## src/rtl/priv_irq_pkg.sv

```systemverilog
package priv_irq_pkg;
  typedef enum logic [1:0] {
    GRP_0    = 2'd0,
    GRP_1S   = 2'd1,
    GRP_1NS  = 2'd2,
    GRP_BAD  = 2'd3
  } grp_e;

  // configured class of one interrupt from its group and modifier bits
  function automatic grp_e cfg_class(input logic grp_bit, input logic mod_bit);
    if (grp_bit) return GRP_1NS;
    if (mod_bit) return GRP_1S;
    return GRP_0;
  endfunction
endpackage

```

## src/rtl/priv_irq_lvl_track.sv

```systemverilog
module priv_irq_lvl_track #(
  parameter int NUM_PPI = 16
) (
  input  logic               clk,
  input  logic               rst_n,
  input  logic [NUM_PPI-1:0] level_in,
  input  logic [NUM_PPI-1:0] edge_cfg,
  output logic [NUM_PPI-1:0] level_q,
  output logic [NUM_PPI-1:0] rise
);
  always_ff @(posedge clk or negedge rst_n) begin
    if (!rst_n) level_q <= '0;
    else        level_q <= level_in;
  end

  // only a change from the stored level counts; steady input is inert
  assign rise = level_in & ~level_q & edge_cfg;
endmodule

```

## src/rtl/priv_irq_sgi_admit.sv

```systemverilog
module priv_irq_sgi_admit
  import priv_irq_pkg::*;
#(
  parameter int NUM_SGI = 16,
  localparam int IDW = $clog2(NUM_SGI)
) (
  input  logic                 clk,
  input  logic                 rst_n,
  input  logic                 req_valid,
  input  logic [1:0]           req_grp,
  input  logic [IDW-1:0]       req_id,
  input  logic                 req_ns,
  input  logic [NUM_SGI-1:0]   grp_cfg,
  input  logic [NUM_SGI-1:0]   mod_cfg,
  input  logic [2*NUM_SGI-1:0] acc_cfg,
  input  logic                 sec_disable,
  output logic [NUM_SGI-1:0]   set_vec,
  output logic                 resp_valid,
  output logic                 resp_accept
);
  grp_e       cls;
  grp_e       req_eff;
  logic [1:0] field;
  logic       match;
  logic       perm_ok;
  logic       admit;

  always_comb begin
    cls     = cfg_class(grp_cfg[req_id], mod_cfg[req_id]);
    req_eff = grp_e'(req_grp);
    if (req_eff == GRP_1S && cls == GRP_0) req_eff = GRP_0;
    match   = (req_eff == cls);
    field   = acc_cfg[{req_id, 1'b0} +: 2];
    perm_ok = 1'b1;
    if (req_ns && !sec_disable) begin
      unique case (cls)
        GRP_0:   perm_ok = (field >= 2'd1);
        GRP_1S:  perm_ok = (field >= 2'd2);
        default: perm_ok = 1'b1;
      endcase
    end
    admit = req_valid && match && perm_ok;
  end

  for (genvar k = 0; k < NUM_SGI; k++) begin : g_set
    assign set_vec[k] = admit && (req_id == IDW'(k));
  end

  always_ff @(posedge clk or negedge rst_n) begin
    if (!rst_n) begin
      resp_valid  <= 1'b0;
      resp_accept <= 1'b0;
    end else begin
      resp_valid  <= req_valid;
      resp_accept <= admit;
    end
  end

  p_resp_timing_r9: assert property (@(posedge clk) disable iff (!rst_n)
    req_valid |=> resp_valid);
  p_no_spurious_resp_r9: assert property (@(posedge clk) disable iff (!rst_n)
    !req_valid |=> !resp_valid);
  p_mismatch_rejects_r6: assert property (@(posedge clk) disable iff (!rst_n)
    (req_valid && !match) |=> !resp_accept);
  p_ns_grade_r7: assert property (@(posedge clk) disable iff (!rst_n)
    (req_valid && req_ns && !sec_disable &&
     ((cls == GRP_1S && field < 2'd2) || (cls == GRP_0 && field == 2'd0)))
    |=> !resp_accept);
endmodule

```

## src/rtl/priv_irq_latch.sv

```systemverilog
module priv_irq_latch #(
  parameter int NIRQ = 32
) (
  input  logic            clk,
  input  logic            rst_n,
  input  logic [NIRQ-1:0] set_vec,
  input  logic [NIRQ-1:0] clr_vec,
  output logic [NIRQ-1:0] q
);
  for (genvar g = 0; g < NIRQ; g++) begin : g_bit
    logic bit_q;
    always_ff @(posedge clk or negedge rst_n) begin
      if (!rst_n)          bit_q <= 1'b0;
      else if (clr_vec[g]) bit_q <= 1'b0;
      else if (set_vec[g]) bit_q <= 1'b1;
    end
    assign q[g] = bit_q;
  end

  p_clr_wins_r10: assert property (@(posedge clk) disable iff (!rst_n)
    (|clr_vec) |=> ((q & $past(clr_vec)) == '0));
endmodule

```

## src/rtl/priv_irq_pend.sv

```systemverilog
module priv_irq_pend #(
  parameter int NUM_SGI = 16,
  parameter int NUM_PPI = 16,
  localparam int NIRQ = NUM_SGI + NUM_PPI,
  localparam int IDW  = $clog2(NUM_SGI)
) (
  input  logic                 clk,
  input  logic                 rst_n,
  input  logic [NUM_PPI-1:0]   ppi_level,
  input  logic [NUM_PPI-1:0]   cfg_edge,
  input  logic [NIRQ-1:0]      cfg_grp,
  input  logic [NIRQ-1:0]      cfg_mod,
  input  logic [2*NUM_SGI-1:0] cfg_ns_acc,
  input  logic                 sec_disable,
  input  logic                 sgi_req_valid,
  input  logic [1:0]           sgi_req_grp,
  input  logic [IDW-1:0]       sgi_req_id,
  input  logic                 sgi_req_ns,
  input  logic [NIRQ-1:0]      sw_set,
  input  logic [NIRQ-1:0]      sw_clr,
  output logic                 sgi_resp_valid,
  output logic                 sgi_resp_accept,
  output logic [NIRQ-1:0]      pend_latch,
  output logic [NIRQ-1:0]      pend_eff
);
  logic [NUM_PPI-1:0] lvl_q;
  logic [NUM_PPI-1:0] ppi_rise;
  logic [NUM_SGI-1:0] sgi_set;
  logic [NIRQ-1:0]    set_all;

  priv_irq_lvl_track #(.NUM_PPI(NUM_PPI)) u_lvl (
    .clk(clk), .rst_n(rst_n), .level_in(ppi_level), .edge_cfg(cfg_edge),
    .level_q(lvl_q), .rise(ppi_rise)
  );

  priv_irq_sgi_admit #(.NUM_SGI(NUM_SGI)) u_admit (
    .clk(clk), .rst_n(rst_n), .req_valid(sgi_req_valid), .req_grp(sgi_req_grp),
    .req_id(sgi_req_id), .req_ns(sgi_req_ns),
    .grp_cfg(cfg_grp[NUM_SGI-1:0]), .mod_cfg(cfg_mod[NUM_SGI-1:0]),
    .acc_cfg(cfg_ns_acc), .sec_disable(sec_disable),
    .set_vec(sgi_set), .resp_valid(sgi_resp_valid), .resp_accept(sgi_resp_accept)
  );

  assign set_all = sw_set | {ppi_rise, sgi_set};

  priv_irq_latch #(.NIRQ(NIRQ)) u_latch (
    .clk(clk), .rst_n(rst_n), .set_vec(set_all), .clr_vec(sw_clr), .q(pend_latch)
  );

  assign pend_eff = pend_latch | {lvl_q & ~cfg_edge, {NUM_SGI{1'b0}}};

  p_edge_sets_latch_r3: assert property (@(posedge clk) disable iff (!rst_n)
    (|(ppi_rise & ~sw_clr[NIRQ-1:NUM_SGI])) |=>
    (($past(ppi_rise & ~sw_clr[NIRQ-1:NUM_SGI]) & ~pend_latch[NIRQ-1:NUM_SGI]) == '0));
  p_accept_latches_r8: assert property (@(posedge clk) disable iff (!rst_n)
    (sgi_resp_valid && sgi_resp_accept && !$past(sw_clr[sgi_req_id]))
    |-> pend_latch[$past(sgi_req_id)]);
endmodule

```

## config.mk

```make
export PLATFORM = sky130hd
export DESIGN_NAME = priv_irq_pend
export DESIGN_NICKNAME = d
export VERILOG_FILES = /design/src/rtl/priv_irq_pkg.sv /design/src/rtl/priv_irq_lvl_track.sv /design/src/rtl/priv_irq_sgi_admit.sv /design/src/rtl/priv_irq_latch.sv /design/src/rtl/priv_irq_pend.sv
export SDC_FILE = /design/constraint.sdc
export NUM_CORES = 1
export LEC_CHECK = 0
export BUFFER_PORTS_ARGS = -buffer_cell sky130_fd_sc_hd__buf_4
export CAP_MARGIN = 20
export CORE_AREA = 2 2 105 107
export DETAILED_ROUTE_END_ITERATION = 7
export DIE_AREA = 0 0 107 109
export HOLD_SLACK_MARGIN = 0.12
export PLACE_DENSITY = 0.65
export SLEW_MARGIN = 0
export SYNTH_ARGS = -nofsm -noshare
export SYNTH_HDL_FRONTEND = slang
export SYNTH_HIERARCHICAL = 1
export SYNTH_SLANG_ARGS = --single-unit
```

## constraint.sdc

```tcl
create_clock -name clk -period 1.6 [get_ports clk]
set_input_delay 0.24 -clock clk [delete_from_list [all_inputs] [get_ports clk]]
set_output_delay 0.24 -clock clk [all_outputs]
set_load 0.05 [all_outputs]
```

# Yosys cells after proc, flatten, opt, wreduce, memory -nomap -nowiden
# Cells that the tools add are included.
[totals]
ff_bits = 50
in_bits = 203
out_inout_bits = 66
[op_classes]
magnitude_cmp = 3
n_eq_ne = 18
shifts = 1
mux = 78
bitwise_logic = 7
n_reduce_logical = 55
[op_table]
columns = ["cell", "count"]
rows = [
  ["$mux 1", 70],
  ["$or 32x32->32", 2],
  ["$reduce_bool 2->1", 32],
  ["$and 16x16->16", 3],
  ["$eq 4x4->1 const B", 8],
  ["$not 16->16", 2],
  ["$shiftx 32x6->2", 1],
  ["$logic_and 1x1->1", 20],
  ["$eq 4x3->1 const B", 4],
  ["$mux 2", 5],
  ["$bmux 1 s4", 2],
  ["$eq 4x2->1 const B", 2],
  ["$lt 4x5->1 const B", 1],
  ["$eq 2x1->1 const B", 2],
  ["$eq 4x1->1 const B", 1],
  ["$logic_not 4->1", 1],
  ["$eq 2x2->1", 1],
  ["$ge 2x1->1 const B", 1],
  ["$ge 2x2->1 const B", 1],
  ["$logic_not 2->1", 1],
  ["$pmux 1 s2", 1],
  ["$logic_not 1->1", 1],
]

# Logic depth before layout (Yosys ltp)
# Gate-level depths: netlist of the first run.
[depth]
ltp_word = 16
depth_mapped = 10
depth_no_buf = 7

# Hierarchy
# Netlist of the first run, hierarchy kept.
[by_module_without_submodules]
columns = ["module", "n_inst", "cells_per_inst", "area_per_inst_um2", "seq_area_each_um2"]
rows = [
  ["priv_irq_latch", 1, 96, 1361.3, 800.8],
  ["priv_irq_sgi_admit", 1, 94, 834.6, 50.0],
  ["priv_irq_lvl_track", 1, 32, 540.5, 400.4],
  ["priv_irq_pend", 1, 80, 500.5, 0.0],
]

# Worst setup path after synthesis of the first run
# No wires, ideal clock.
[synth_timing]
path_kind = "input to register"
from = "input sgi_req_id[1]"
to = "register u_latch.g_bit[1].bit_q"
setup_ps = 119
arrival_ps = 2197
t_required_ps = 1481
setup_slack_ps = -716
stages = 10
cell_sequence = "buf_2 > buf_2 > mux4_2 > a32oi_1 > nand4_1 > a211oi_4 > buf_6 > nor3_1 > or2_1 > o21ba_1"
[synth_between]
elab_chain_cells = 15
elab_cells_between_ends = 26
[synth_rtl]
columns = ["item", "line_no", "rtl"]
rows = [
  ["from (decl)", "priv_irq_pend.sv:17", "input logic [IDW-1:0] sgi_req_id,"],
  ["$bmux 1 s4", "priv_irq_sgi_admit.sv:29", "cls = cfg_class(grp_cfg[req_id], mod_cfg[req_id]);"],
  ["$mux 1 (not written as such)", "priv_irq_sgi_admit.sv:29", ""],
  ["$mux 1 (2 in a row)", "priv_irq_pkg.sv:12", "if (mod_bit) return GRP_1S;"],
  ["$mux 2", "priv_irq_pkg.sv:13", "return GRP_0;"],
  ["$mux 2", "priv_irq_pkg.sv:12", ""],
  ["$logic_not 2->1", "priv_irq_sgi_admit.sv:31, priv_irq_sgi_admit.sv:36", ""],
  ["$logic_and 1x1->1", "priv_irq_sgi_admit.sv:31", "if (req_eff == GRP_1S && cls == GRP_0) req_eff = GRP_0;"],
  ["$mux 2", "priv_irq_sgi_admit.sv:31", ""],
  ["$eq 2x2->1", "priv_irq_sgi_admit.sv:32", "match = (req_eff == cls);"],
  ["$logic_and 1x1->1 (2 in a row)", "priv_irq_sgi_admit.sv:42", "admit = req_valid && match && perm_ok;"],
  ["$logic_and 1x1->1 *", "priv_irq_sgi_admit.sv:46", "assign set_vec[k] = admit && (req_id == IDW'(k));"],
  ["net sgi_set[1]", "priv_irq_pend.sv:28", "logic [NUM_SGI-1:0] sgi_set;"],
  ["$or 32x32->32 *", "priv_irq_pend.sv:44", "assign set_all = sw_set | {ppi_rise, sgi_set};"],
  ["net set_all[1]", "priv_irq_pend.sv:29", "logic [NIRQ-1:0] set_all;"],
  ["$reduce_bool 2->1 (no source line) *", "--", ""],
  ["to (signal assigned)", "priv_irq_latch.sv:13", "if (!rst_n) bit_q <= 1'b0;"],
  ["to (signal assigned)", "priv_irq_latch.sv:14", "else if (clr_vec[g]) bit_q <= 1'b0;"],
  ["to (signal assigned)", "priv_irq_latch.sv:15", "else if (set_vec[g]) bit_q <= 1'b1;"],
  ["to (decl)", "priv_irq_latch.sv:11", "logic bit_q;"],
]
# Mark *: on every way through the listed nets, which the timed path passes. The rest lies on a longest branch. The select of a mux whose other input is x is not followed.
# A chain may end at the register's enable or synchronous reset.

# Worst setup path after layout of the first run
[layout_timing]
from = "input sgi_req_id[0]"
to = "register u_latch.g_bit[4].bit_q"
[layout_between]
elab_chain_cells = 15
elab_cells_between_ends = 26
[layout_rtl]
columns = ["item", "line_no"]
rows = [
  ["$bmux 1 s4", "priv_irq_sgi_admit.sv:29"],
  ["$mux 1 (not written as such)", "priv_irq_sgi_admit.sv:29"],
  ["$mux 1 (2 in a row)", "priv_irq_pkg.sv:12"],
  ["$mux 2", "priv_irq_pkg.sv:13"],
  ["$mux 2", "priv_irq_pkg.sv:12"],
  ["$logic_not 2->1", "priv_irq_sgi_admit.sv:31, priv_irq_sgi_admit.sv:36"],
  ["$logic_and 1x1->1", "priv_irq_sgi_admit.sv:31"],
  ["$mux 2", "priv_irq_sgi_admit.sv:31"],
  ["$eq 2x2->1", "priv_irq_sgi_admit.sv:32"],
  ["$logic_and 1x1->1 (2 in a row)", "priv_irq_sgi_admit.sv:42"],
  ["$logic_and 1x1->1 *", "priv_irq_sgi_admit.sv:46"],
  ["net sgi_set[4]", "priv_irq_pend.sv:28"],
  ["$or 32x32->32 *", "priv_irq_pend.sv:44"],
  ["net set_all[4]", "priv_irq_pend.sv:29"],
  ["$reduce_bool 2->1 (no source line) *", "--"],
  ["to (signal assigned)", "priv_irq_latch.sv:13"],
  ["to (signal assigned)", "priv_irq_latch.sv:14"],
  ["to (signal assigned)", "priv_irq_latch.sv:15"],
  ["to (decl)", "priv_irq_latch.sv:11"],
]
# Marked as above.

==> results.sh, run 1 <==
export IMPL_status="finished, violations left"
export IMPL_violations="negative setup slack"
export IMPL_ant_nets=0
export IMPL_leakage_nw=2.92
export IMPL_cts_tree="done"
export IMPL_ios=269
export IMPL_finalHoldViolations=0
export IMPL_crit_type="in -> reg"
export IMPL_grt_pass1_wl_mm=15.3
export IMPL_clkSinkCount=50
export IMPL_antenna_found_initial=0
export IMPL_p_per_area_nw_per_um2=683
export IMPL_layout_setup_ws_ps=-349
export IMPL_cap_violations=0
export IMPL_clk_insertion_delay_late_ps=300
export IMPL_synth_top_cell_area_share_pct=38.7
export IMPL_power_total_mw=3.70
export IMPL_die_h_um=109
export IMPL_clockBufferDepth=2
export IMPL_ir_drop_mv=0.351
export IMPL_drv_slew=0
export IMPL_rsz0062_at_grt="true"
export IMPL_synthesis_nets=505
export IMPL_finalCriticalPeriod_ps=1950
export IMPL_synth_common_cells="dfrtp_1, buf_4, o21ba_1, or2_1, nand2_1"
export IMPL_endpoint_kind="flop"
export IMPL_die_area_um2=11700
export IMPL_crit_path_start="sgi_req_id[0]"
export IMPL_tightestPinTransition_ps=640
export IMPL_gp_congestion=0.747
export IMPL_wl_mm=9.90
export IMPL_path_max_fanout=7
export IMPL_comb_power_share_pct=41.0
export IMPL_synth_cells=302
export IMPL_p_int_mw=2.43
export IMPL_cts_made_buffers=5
export IMPL_grt_max_degree=51
export IMPL_num_rows=38
export IMPL_first_iter_violations=82
export IMPL_async_flop_share_pct=100
export IMPL_critPathRequiredTime_ps=1790
export IMPL_layout_area_overhead_vs_synth_pct=67.4
export IMPL_p_switching_mw=1.27
export IMPL_grt_ovfl_total=0
export IMPL_ff2ff_path_depth=3
export IMPL_grt_use_total_pct=16.6
export IMPL_swShare_pct=34.3
export IMPL_slowest_stage="mux4_2"
export IMPL_startpoint_type="primary input"
export IMPL_yosysMostFrequentCell="dfrtp_1"
export IMPL_synth_largest_area_cell="dfrtp_1"
export IMPL_path_clk_slew_ps=100
export IMPL_routedWlPerCell_um=14.6
export IMPL_hold_path_class="in -> reg"
export IMPL_fin_util_pct=51.1
export IMPL_fin_crit_sh_pct=122
export IMPL_place_ws_ps=-775
export IMPL_crit_path_end="u_latch/g_bit[4].bit_q"
export IMPL_rrSetupSlack_ps=560
export IMPL_nets=739
export IMPL_syn_avg_cell_area_um2=10.7
export IMPL_first_global_vias=3382
export IMPL_slew_headroom_pct=57.3
export IMPL_synth_cell_types=31
export IMPL_synth_edff_count=0
export IMPL_ys_seq_elements=50
export IMPL_fmax_mhz=513
export IMPL_die_x_um=107
export IMPL_antennaDiodeCount=0
export IMPL_seq_power_share_pct=38.1
export IMPL_p_clk_share_pct=20.9
export IMPL_coreArea_um2=10600
export IMPL_htreeDepth=2
export IMPL_synth_warnings=6
export IMPL_firstDrtPassIters=4
export IMPL_start_util_pct=30.5
export IMPL_ctsRootBufferMaster="clkbuf_8"
export IMPL_synthFlopType="dfrtp_1"
export IMPL_rr_startpoint="u_lvl/level_q[5]"
export IMPL_hpwl_mm=8.17
export IMPL_drc=0
export IMPL_layout_drive_gt1_share_pct=55.5
export IMPL_ys_top_cells_by_area="dfrtp_1, buf_4, mux4_2, o21ba_1, or2_1"
export IMPL_vias=3083
export IMPL_cp_cell_sequence="buf_12 -> mux4_2 -> a22oi_2 -> nand3_2 -> a211oi_4 -> buf_6 -> clkbuf_16 -> nor3_1 -> or2_1 -> o21ba_1"
export IMPL_routed_via_density=4.55
export IMPL_final_setup_skew_ps=0.736
export IMPL_syn_cell_area_um2=3240
export IMPL_io_buffers=236
export IMPL_crit_path_max_incr_delay_ps=500
export IMPL_yosysSeqAreaShare_pct=38.7
export IMPL_r2r_end="u_latch/g_bit[21].bit_q"
export IMPL_finalSetupViolations=16
export IMPL_crit_arrival_ps=2140
-- placed cells by master (no fill, tap or decap), types with 2 or more instances in the layout --
cell,Yosys,final
dlygate4sd3_1,0,18
clkbuf_8,0,6
dfrtp_1,50,50
a21o_1,16,16
inv_1,18,18
a22oi_1,3,2
buf_12,0,5
nor3_1,16,13
nand2_1,25,25
buf_4,48,255
nor2_1,3,3
o21ba_1,32,32
or2_1,32,32
mux4_2,15,15
buf_16,0,2
mux2_2,2,2
and3b_1,17,17
nor2b_1,3,3
nor3b_1,2,2
nor3_2,0,3
-- metrics by stage --
step           cell area [um2]  hold WS (ps)  TNS, ps  cells
3_5_place_dp              5000           321   -12650    645
5_1_grt                   5420           148    -6010    677
4_1_cts                   5390           154    -5240    676
3_3_place_gp              5000           318   -12080    645
6_report                  5420           164    -5140    677
2_1_floorplan             3260         -55.6    -9450    302
-- power groups by stage --
stage | sequential [mW] | combinational, mW | clock [mW]
CTS | 1.41 | 1.52 | 0.820
finish | 1.41 | 1.52 | 0.774
global route | 1.42 | 1.61 | 0.863
global placement | 1.43 | 1.44 | 0
detailed placement | 1.44 | 1.45 | 0
floorplan | 1.41 | 0.919 | 0
-- final cells by class --
| cell class | count | area (um2) |
|---|---|---|
| multi-input combinational | 178 | 1530 |
| sequential | 50 | 1250 |
| clock inverter | 2 | 12.5 |
| tap | 140 | 175 |
| timing repair buffer | 283 | 2300 |
| clock buffer | 6 | 82.6 |
| fill | 943 | 5180 |
| inverter | 18 | 67.6 |
-- sequential cells by signal, summed over array words and instances, names as in the netlist --
signal               cells
u_admit/resp_accept      1
u_latch/g_bit.bit_q     32
u_admit/resp_valid       1
u_lvl/level_q           16
-- worst max-delay path: cells and delay by family --
family,cells,cell delay (ps)
AOI/OAI and AO/OA,3,600
and+or+nand+nor,3,380
buffers and inverters,3,400
muxes,1,500
-- worst min-delay path by stage --
stage,start,to,slack [ps],cells after the start
after global routing,sw_clr[12],u_latch/g_bit[12].bit_q,150,2
after detailed placement,rst_n,u_latch/g_bit[21].bit_q,320,1
after global placement,rst_n,u_lvl/level_q[5],320,1
after CTS,sw_clr[11],u_latch/g_bit[11].bit_q,150,2
after floorplan,rst_n,u_admit/resp_accept,-60,0
final,sw_clr[11],u_latch/g_bit[11].bit_q,160,2
-- routing by layer --
layer	part of all wire, %	global-route usage, %
met5	0	0
met2	53	32.5
met3	9.0	4.84
met1	36	17.4
met4	1.6	3.99
-- timing repair --
item | CTS | global route
hold buffers | 18 | 0
endpoints found under the setup margin | 17 | 17
endpoints found under the hold margin | 67 | 0
cloned | 2 | 1
resized for setup | 10 | 1
buffers inserted | 3 | 0
pin swaps | 6 | 7
-- logic make-up (layout without fill, tap and decap cells) --
group                  after synthesis  count (layout)  share of synthesized area [%]
AOI/OAI and AO/OA                   56              56                           16.2
buffers and inverters               74             309                           15.0
DFF                                 50              50                           38.7
muxes                               17              17                           11.1
and+or+nand+nor                    105             105                           19.1
No activity file was read; power rests on OpenSTA's default activity.
==> run 2, diff against run 1 <==
--- a/config.mk
+++ b/config.mk
@@ -17,3 +17,4 @@
 export SYNTH_HDL_FRONTEND = slang
 export SYNTH_HIERARCHICAL = 1
 export SYNTH_SLANG_ARGS = --single-unit
+export TNS_END_PERCENT = 5
==> results.sh, run 2 (synthesis gave the netlist of run 1 again) <==
export IMPL_status="finished, violations left"
export IMPL_violations="negative setup slack"
export IMPL_ctsRootBufferMaster="clkbuf_8"
export IMPL_placedCellCount=644
export IMPL_grt_pass1_wl_mm=14.7
export IMPL_rr_startpoint="u_lvl/level_q[13]"
export IMPL_slew_headroom_pct=76.0
export IMPL_reg_top3="u_latch/g_bit.bit_q (32), u_lvl/level_q (16)"
export IMPL_whs_ps=166
export IMPL_die_h_um=109
export IMPL_grt_use_total_pct=16.2
export IMPL_seq_power_share_pct=37.3
export IMPL_fin_crit_sh_pct=120
export IMPL_grt_max_degree=35
export IMPL_p_per_area_nw_per_um2=711
export IMPL_routedWlPerCell_um=14.4
export IMPL_clockBufferDepth=2
export IMPL_p_switching_mw=1.22
export IMPL_crit_path_start="sgi_req_id[0]"
export IMPL_comb_power_share_pct=39.2
export IMPL_post_cts_buffers=0
export IMPL_die_area_um2=11700
export IMPL_drv_slew=0
export IMPL_gp_congestion=0.753
export IMPL_hold_path_class="in -> reg"
export IMPL_finalCriticalPeriod_ps=1920
export IMPL_endpoint_kind="flop"
export IMPL_finalHoldViolations=0
export IMPL_crit_type="in -> reg"
export IMPL_coreArea_um2=10600
export IMPL_clk_insertion_delay_late_ps=300
export IMPL_layout_drive_gt1_share_pct=54.4
export IMPL_start_util_pct=30.5
export IMPL_ios=269
export IMPL_path_clk_slew_ps=90
export IMPL_antenna_found_initial=0
export IMPL_clkSinkCount=50
export IMPL_crit_arrival_ps=2120
export IMPL_p_clk_share_pct=23.5
export IMPL_placed_cell_area_um2=5000
export IMPL_path_max_fanout=17
export IMPL_p_int_mw=2.55
export IMPL_final_setup_skew_ps=0.539
export IMPL_final_cell_mix="buf_4, dfrtp_1, or2_1, o21ba_1, nand2_1"
export IMPL_layout_setup_ws_ps=-323
export IMPL_setup_tns_ps=-4810
export IMPL_die_x_um=107
export IMPL_routed_via_density=4.52
export IMPL_critPathRequiredTime_ps=1800
export IMPL_cts_made_buffers=5
export IMPL_fmax_mhz=520
export IMPL_firstDrtPassIters=5
export IMPL_rsz0062_at_grt="true"
export IMPL_first_global_vias=3169
export IMPL_antennaDiodeCount=0
export IMPL_ir_drop_mv=0.391
export IMPL_nets=732
export IMPL_tightestPinTransition_ps=359
export IMPL_htreeDepth=2
export IMPL_swShare_pct=32.4
export IMPL_finalSetupViolations=17
export IMPL_wl_mm=9.64
export IMPL_fin_area_um2=5310
export IMPL_hpwl_mm=8.31
export IMPL_power_total_mw=3.77
export IMPL_cts_tree="done"
export IMPL_vias=3026
export IMPL_drc=0
export IMPL_final_common_cell="buf_4"
export IMPL_num_rows=38
export IMPL_io_buffers=236
export IMPL_regMostFlops="u_latch/g_bit.bit_q"
export IMPL_min_from="sw_clr[25]"
export IMPL_leakage_nw=2.88
export IMPL_cap_violations=0
export IMPL_startpoint_type="primary input"
export IMPL_ant_nets=0
export IMPL_fin_cells=669
export IMPL_first_iter_violations=130
export IMPL_layout_area_overhead_vs_synth_pct=63.9
export IMPL_largest_reg_flops=32
export IMPL_grt_ovfl_total=0
run 2: cell types whose count changed in the layout (fill, tap and decap cells not counted):
| cell | delta |
|---|---|
| and4_1 | +1 |
| and4_4 | -1 |
| buf_16 | -2 |
| buf_4 | -2 |
| buf_6 | -1 |
| buf_8 | -1 |
| bufinv_16 | +1 |
| clkbuf_16 | -1 |
| clkinv_2 | -1 |
| clkinvlp_4 | -1 |
| nand2_1 | -1 |
| nand2_2 | +1 |
| nor3_1 | +2 |
| nor3_2 | -2 |
run 2: critical path: stages:
cell      delay [ps]
buf_12           120
mux4_2           510
a22oi_2          210
nand3_2          140
a211oi_4         270
buf_12           180
nor3_1            50
or2_1            220
o21ba_1          170
run 2: routing by layer:
metal	share of wire [%]	GRT usage (%)	routed length, um	vias up
li1	-	-	-	1451
met1	35	16.6	3330	1398
met2	55	32.2	5270	167
met3	9.4	4.00	904	10
met4	1.4	4.73	131	0
met5	0	0	0	-
run 2: path summary, 6_finish.rpt:
check	to	slack, ps	cells after the start
setup / recovery	u_latch/g_bit[13].bit_q	-320	9
hold / removal	u_latch/g_bit[25].bit_q	170	2
setup reg to reg	u_latch/g_bit[29].bit_q	550	3
hold reg to reg	u_latch/g_bit[19].bit_q	530	1
max in group asynchronous	u_latch/g_bit[23].bit_q	790	3
min in group asynchronous	u_lvl/level_q[12]	350	2
run 2: power groups by stage:
stage / Combinational [mW] / Clock [mW] / Sequential [mW]
after detailed placement: 1.45 / 0 / 1.44
after floorplan: 0.918 / 0 / 1.41
final: 1.48 / 0.886 / 1.41
after global placement: 1.44 / 0 / 1.43
after global routing: 1.57 / 0.969 / 1.42
after CTS: 1.49 / 0.936 / 1.41
run 2: layout make-up:
| class | instances | area [um2] |
|---|---|---|
| clock buffers | 6 | 82.6 |
| well taps | 140 | 175 |
| clock inverters | 1 | 30.0 |
| fillers | 956 | 5300 |
| repair buffers | 276 | 2180 |
| multi-input cells | 178 | 1520 |
| inverters | 18 | 67.6 |
| flip-flops and latches | 50 | 1250 |
run 2: stage by stage:
stage	worst slack, ps	utilization (%)
floorplan	-641	-
global placement	-764	47.1
detailed placement	-815	47.1
CTS	-345	50.0
global route	-402	50.0
finish	-323	50.0
run 2: timing repair:
item                                    in CTS  in global routing
resized for setup                            3                  1
endpoints found under the hold margin       67                  0
pin swaps                                   10                  2
hold buffers                                18                  0
endpoints found under the setup margin      17                 17
